$ cat src/rtl/sig_taylor_div.sv
module sig_taylor_div #(
  parameter int M  = 8,
  parameter int EW = 8
) (
  input  logic              clk,
  input  logic              rst_n,
  input  logic              ready,
  input  logic              exc_in,
  input  logic [EW+2*M-1:0] a,
  input  logic [EW+2*M-1:0] b,
  output logic              done,
  output logic              exc_out,
  output logic [EW+2*M-1:0] q
);
  localparam int SW   = 2 * M;
  localparam int F    = SW - 1;
  localparam int FW   = EW + SW;
  localparam int TW   = SW + 2;
  localparam int NT   = 2 ** (M - 1);
  localparam int XW   = EW + 2;
  localparam int BIAS = 2 ** (EW - 1) - 1;
  localparam logic signed [XW-1:0] EMIN = XW'(1);
  localparam logic signed [XW-1:0] EMAX = XW'(2 ** EW - 2);

  function automatic logic [TW-1:0] recip_sq(int i);
    logic [63:0] n, d;
    n = 64'd1 << (4 * M - 1);
    d = 64'(NT + i) * 64'(NT + i);
    return TW'((n + (d >> 1)) / d);
  endfunction

  logic [TW-1:0] tbl [NT];
  for (genvar i = 0; i < NT; i++) begin : g_tbl
    assign tbl[i] = recip_sq(i);
  end

  wire [SW-1:0] xs = {1'b1, a[F-1:0]};
  wire [SW-1:0] ys = {1'b1, b[F-1:0]};
  wire [EW-1:0] ea = a[FW-2 -: EW];
  wire [EW-1:0] eb = b[FW-2 -: EW];

  wire [SW:0]   dh = {1'b0, ys[SW-1:M], {M{1'b0}}} - {{(M+1){1'b0}}, ys[M-1:0]};
  wire [2*SW:0] p0 = {{(SW+1){1'b0}}, xs} * {{SW{1'b0}}, dh};

  logic [TW-1:0] p1, t1;
  logic [SW:0]   q2;
  logic          v1, v2, s1, s2, z1, z2, x1, x2;
  logic signed [XW-1:0] e1, e2;

  wire [2*TW-1:0] p2 = {{TW{1'b0}}, p1} * {{TW{1'b0}}, t1};

  always_ff @(posedge clk) begin
    p1 <= p0[4*M-1:2*M-2];
    t1 <= tbl[ys[SW-2:M]];
    s1 <= a[FW-1] ^ b[FW-1];
    z1 <= (ea == '0);
    x1 <= exc_in | (eb == '0);
    e1 <= $signed({2'b00, ea}) - $signed({2'b00, eb}) + XW'(BIAS);
    q2 <= p2[4*M+1:2*M+1];
    s2 <= s1;
    z2 <= z1;
    x2 <= x1;
    e2 <= e1;
  end

  wire dec = !q2[SW];
  wire low = !q2[SW] && !q2[SW-1];
  wire [F-1:0] frac = low ? '0 : (q2[SW] ? q2[SW-1:1] : q2[SW-2:0]);
  wire signed [XW-1:0] ef = e2 - XW'(dec);
  wire rng_bad = (ef < EMIN) || (ef > EMAX);

  always_ff @(posedge clk) begin
    if (!rst_n) begin
      v1 <= 1'b0;
      v2 <= 1'b0;
      done <= 1'b0;
      exc_out <= 1'b0;
      q <= '0;
    end else begin
      v1 <= ready;
      v2 <= v1;
      done <= v2;
      if (v2) begin
        exc_out <= x2 | (!z2 & rng_bad);
        q <= z2 ? {s2, {(FW-1){1'b0}}} : {s2, ef[EW-1:0], frac};
      end
    end
  end
endmodule


$ cat config.mk
export PLATFORM = sky130hd
export DESIGN_NAME = sig_taylor_div
export DESIGN_NICKNAME = d
export VERILOG_FILES = /design/src/rtl/sig_taylor_div.sv
export SDC_FILE = /design/constraint.sdc
export NUM_CORES = 2
export LEC_CHECK = 0
export CORE_MARGIN = 2
export CORE_UTILIZATION = 49
export DETAILED_ROUTE_END_ITERATION = 7
export HOLD_SLACK_MARGIN = 0.03
export PLACE_DENSITY_LB_ADDON = 0.3
export SYNTH_ARGS = -nofsm -noshare
export SYNTH_HDL_FRONTEND = slang
export SYNTH_SLANG_ARGS = --single-unit
$ cat constraint.sdc
create_clock -name clk -period 19.9 [get_ports clk]
set_input_delay 3.98 -clock clk [delete_from_list [all_inputs] [get_ports clk]]
set_output_delay 3.98 -clock clk [all_outputs]
set_load 0.05 [all_outputs]
==> impl_metrics.py <==
metrics = {
    "cts": {
        "clock-sinks": 107,
        "htreeDepth": 3,
        "clk_latency_ns": 0.37,
        "postCtsSetupBuffers": 0,
        "max-clock-path-buffers": 2,
        "cts_hold_buf": 0,
        "cts_tree": "built",
        "cts_root_buf": "clkbuf_16",
        "cts_made_buffers": 9,
        "post_cts_resized": 0,
        "path_clk_slew_ns": 0.09,
    },
    "logic_synthesis": {
        "synth-edff-count": 0,
        "synth_compound_area_share_pct": 9.661,
        "postSynthCellCount": 2883,
        "syn-num-nets": 3609,
        "synth_xor_area_share_pct": 2.588,
        "synthArstFlopShare_pct": 0,
        "syn_area_um2": 24360,
        "synthAdderAreaFrac_pct": 48.39,
        "ys_seq_elements": 107,
        "muxShareOfSynthArea_pct": 1.279,
        "synth_flop_cell": "dfxtp_1",
        "synth_cell_types": 71,
        "synth_top_family_by_area": "adder cells",
        "yosysSeqAreaShare_pct": 8.793,
        "synthSimpleGateAreaFrac_pct": 17.85,
        "ys_warn_count": 0,
        "syn_area_per_cell_um2": 8.450,
    },
    "layout": {
        "area_growth_pct": 6.111,
        "n_fill_cell": 4621,
        "drive_gt1_share_pct": 2.322,
        "fin_nets": 3563,
    },
    "timing": {
        "finalSetupTns_ns": 0,
        "hold_viol_final": 0,
        "timing.fmax_mhz": 81.74,
        "min_period_ns": 12.23,
        "skew_ns": 0.01352,
        "finalSetupViolations": 0,
        "rsz0062_at_grt": "false",
        "maxSlewViolCount": 0,
        "finalCritPeriodShare_pct": 61.47,
        "timing.slew.headroom_pct": 30.89,
        "tightest_slew_ns": 1.032,
    },
    "detailed_routing": {
        "drcViolationCount": 0,
        "vias": 19440,
        "ant_nets": 0,
        "first_iter_violations": 1382,
        "dr.pass1.iters": 7,
        "wl_per_cell_um": 18.20,
        "wl_um": 63820,
        "viasPerCell": 5.542,
    },
    "setup_path": {
        "cp.arrival_ns": 12.52,
        "worstRegToRegCells": 18,
        "cp-end-kind": "flop",
        "critPathMaxStageDelay_ns": 0.92,
        "rr_endpoint": "q2[15]",
        "r2r-start": "p1[10]",
        "critPathLaunchType": "input pin",
        "critPathSlowestCell": "clkinv_1",
        "crit_top_cell": "fa_1",
        "critical_path_class": "input pin to flop",
        "worstPathRequired_ns": 20.19,
        "reg2reg_slack_ns": 13.31,
        "path_max_fanout": 68,
    },
    "die": {
        "die_h_um": 227.0,
        "core_area_um2": 49050,
        "initial_core_util_pct": 49.67,
        "ioPinCount": 78,
        "rows": 81,
        "dieArea_um2": 51520,
        "die_w_um": 227.0,
    },
    "global_route": {
        "grt_pass1_wl_um": 106500,
        "grt_max_degree": 72,
        "grt_use_met1_pct": 33.22,
        "use_met3_pct": 3.485,
        "grt_pass1_vias": 20980,
        "grt_antenna_before_repair": 1,
        "grt_remaining_overflow": 0,
        "grt_use_met2_pct": 45.60,
        "gr-usage-all-layers_pct": 25.91,
        "busiest_layer": "met2",
    },
    "run_status": {
        "status": "finished clean",
    },
    "min_path": {
        "min_from": "s1",
        "hp-class": "flop to flop",
        "hold_path_depth": 0,
        "min_to": "s2",
    },
    "job": {
        "cap_violations": 0,
    },
    "placed_design": {
        "dpl.hpwl_um": 49820,
        "place.gp.congestion": 0.9352,
        "portBuffers": 77,
    },
}
==> cell families (layout without fill, tap and decap cells) <==
group,after synthesis,in the layout
muxes,26,26
xor gates and xnor gates,72,72
AOI/OAI and AO/OA,362,362
and+or+nand+nor,906,906
buffers and inverters,736,695
adders and majority gates,674,674
other,0,1
DFF,107,107
==> metal layers <==
| metal | wire [µm] | vias to the layer above |
|---|---|---|
| met5 | 0 | - |
| met4 | 1864 | 0 |
| met3 | 4217 | 129 |
| met2 | 31540 | 716 |
| met1 | 26200 | 9761 |
| li1 | - | 8830 |
==> synth_stat cells, types with 8 or more instances <==
cell / number / area, µm²
nand4_1: 8 / 50.05
and2_1: 234 / 1464
o21a_1: 13 / 97.59
buf_1: 10 / 37.54
o211ai_1: 17 / 127.6
a31oi_1: 19 / 118.9
buf_2: 8 / 40.04
o21bai_1: 9 / 67.56
xor2_1: 23 / 201.4
a221oi_1: 8 / 70.07
inv_1: 573 / 2151
nand2b_1: 15 / 93.84
o311ai_0: 13 / 113.9
a211oi_1: 15 / 112.6
nor3_1: 33 / 165.2
and3_1: 15 / 93.84
clkbuf_1: 139 / 521.8
nand2_1: 430 / 1614
o22ai_1: 27 / 168.9
a21o_1: 18 / 135.1
mux2i_1: 21 / 210.2
nand3_1: 20 / 100.1
fa_1: 447 / 8949
o21ai_0: 79 / 395.4
dfxtp_1: 107 / 2142
nor2_1: 89 / 334.1
ha_1: 227 / 2840
a21oi_1: 83 / 415.4
nor2b_1: 19 / 118.9
xnor2_1: 49 / 429.2
==> final cells by class <==
class	count	area [µm²]	share of cell area, %
repair buffers	102	945.9	3.659
well taps	664	830.8	3.214
inverters	577	2166	8.378
diodes	1	2.502	0.009680
flip-flops and latches	107	2142	8.286
multi-input cells	2040	19450	75.26
clock inverters	7	83.83	0.3243
clock buffers	9	225.2	0.8712
==> how the worst max path moves through the flow <==
stage	from	end	slack [ns]	cells past startpoint
2_1_floorplan	b[8]	p1[15]	8.76	27
3_3_place_gp	b[10]	p1[15]	7.71	27
3_5_place_dp	b[10]	p1[15]	7.48	27
4_1_cts	b[10]	p1[15]	7.82	27
5_1_grt	b[10]	p1[15]	7.30	27
6_report	b[10]	p1[15]	7.67	27
==> layout by cell type (no fill, tap or decap), types with 5 or more instances in the layout <==
| master | Yosys | final |
|---|---|---|
| inv_1 | 573 | 573 |
| fa_1 | 447 | 447 |
| nand2_1 | 430 | 430 |
| and2_1 | 234 | 234 |
| ha_1 | 227 | 227 |
| dfxtp_1 | 107 | 107 |
| nor2_1 | 89 | 89 |
| a21oi_1 | 83 | 83 |
| o21ai_0 | 79 | 79 |
| clkdlybuf4s50_1 | 0 | 74 |
| xnor2_1 | 49 | 48 |
| nor3_1 | 33 | 33 |
| o22ai_1 | 27 | 27 |
| buf_4 | 0 | 26 |
| xor2_1 | 23 | 21 |
| mux2i_1 | 21 | 21 |
| nand3_1 | 20 | 20 |
| a31oi_1 | 19 | 19 |
| nor2b_1 | 19 | 19 |
| a21o_1 | 18 | 18 |
| o211ai_1 | 17 | 17 |
| and3_1 | 15 | 15 |
| a211oi_1 | 15 | 15 |
| nand2b_1 | 15 | 15 |
| o21a_1 | 13 | 13 |
| o311ai_0 | 13 | 13 |
| o21bai_1 | 9 | 9 |
| clkbuf_16 | 0 | 9 |
| nand4_1 | 8 | 8 |
| a221oi_1 | 8 | 8 |
| nor4_1 | 7 | 7 |
| or3_1 | 7 | 7 |
| a311oi_1 | 7 | 7 |
| o31ai_1 | 6 | 6 |
| or2_2 | 6 | 6 |
| or4_1 | 6 | 6 |
| o221ai_1 | 6 | 6 |
| a21boi_0 | 5 | 5 |
==> metrics by stage <==
stage,std cells,instance area (µm²),util [%],hold slack (ns),setup WS [ns]
2_1_floorplan,2883,24360,-,0.3096,8.763
3_3_place_gp,3490,25540,52.07,0.3105,7.706
3_5_place_dp,3490,25540,52.07,0.3121,7.480
4_1_cts,3506,25850,52.70,0.3247,7.821
5_1_grt,3506,25850,52.70,0.3308,7.303
6_report,3507,25850,52.70,0.3202,7.667
==> sequential cells by signal, indices dropped and copies added, names as in the netlist <==
register	flops
q2	17
z1	1
q	24
s2	1
v2	1
x1	1
s1	1
exc_out	1
e1	10
z2	1
v1	1
p1	18
x2	1
done	1
t1	18
e2	10
==> critical path, delay by kind of cell <==
family	cells	cell delay, ns
simple gates	3	0.56
xor+xnor	1	0.16
buf+inv	8	2.03
fa+ha+maj	8	3.94
compound gates	7	1.80
Power is not shown: default switching activity piles up to over one toggle a cycle in this logic, so the estimate is an artifact.
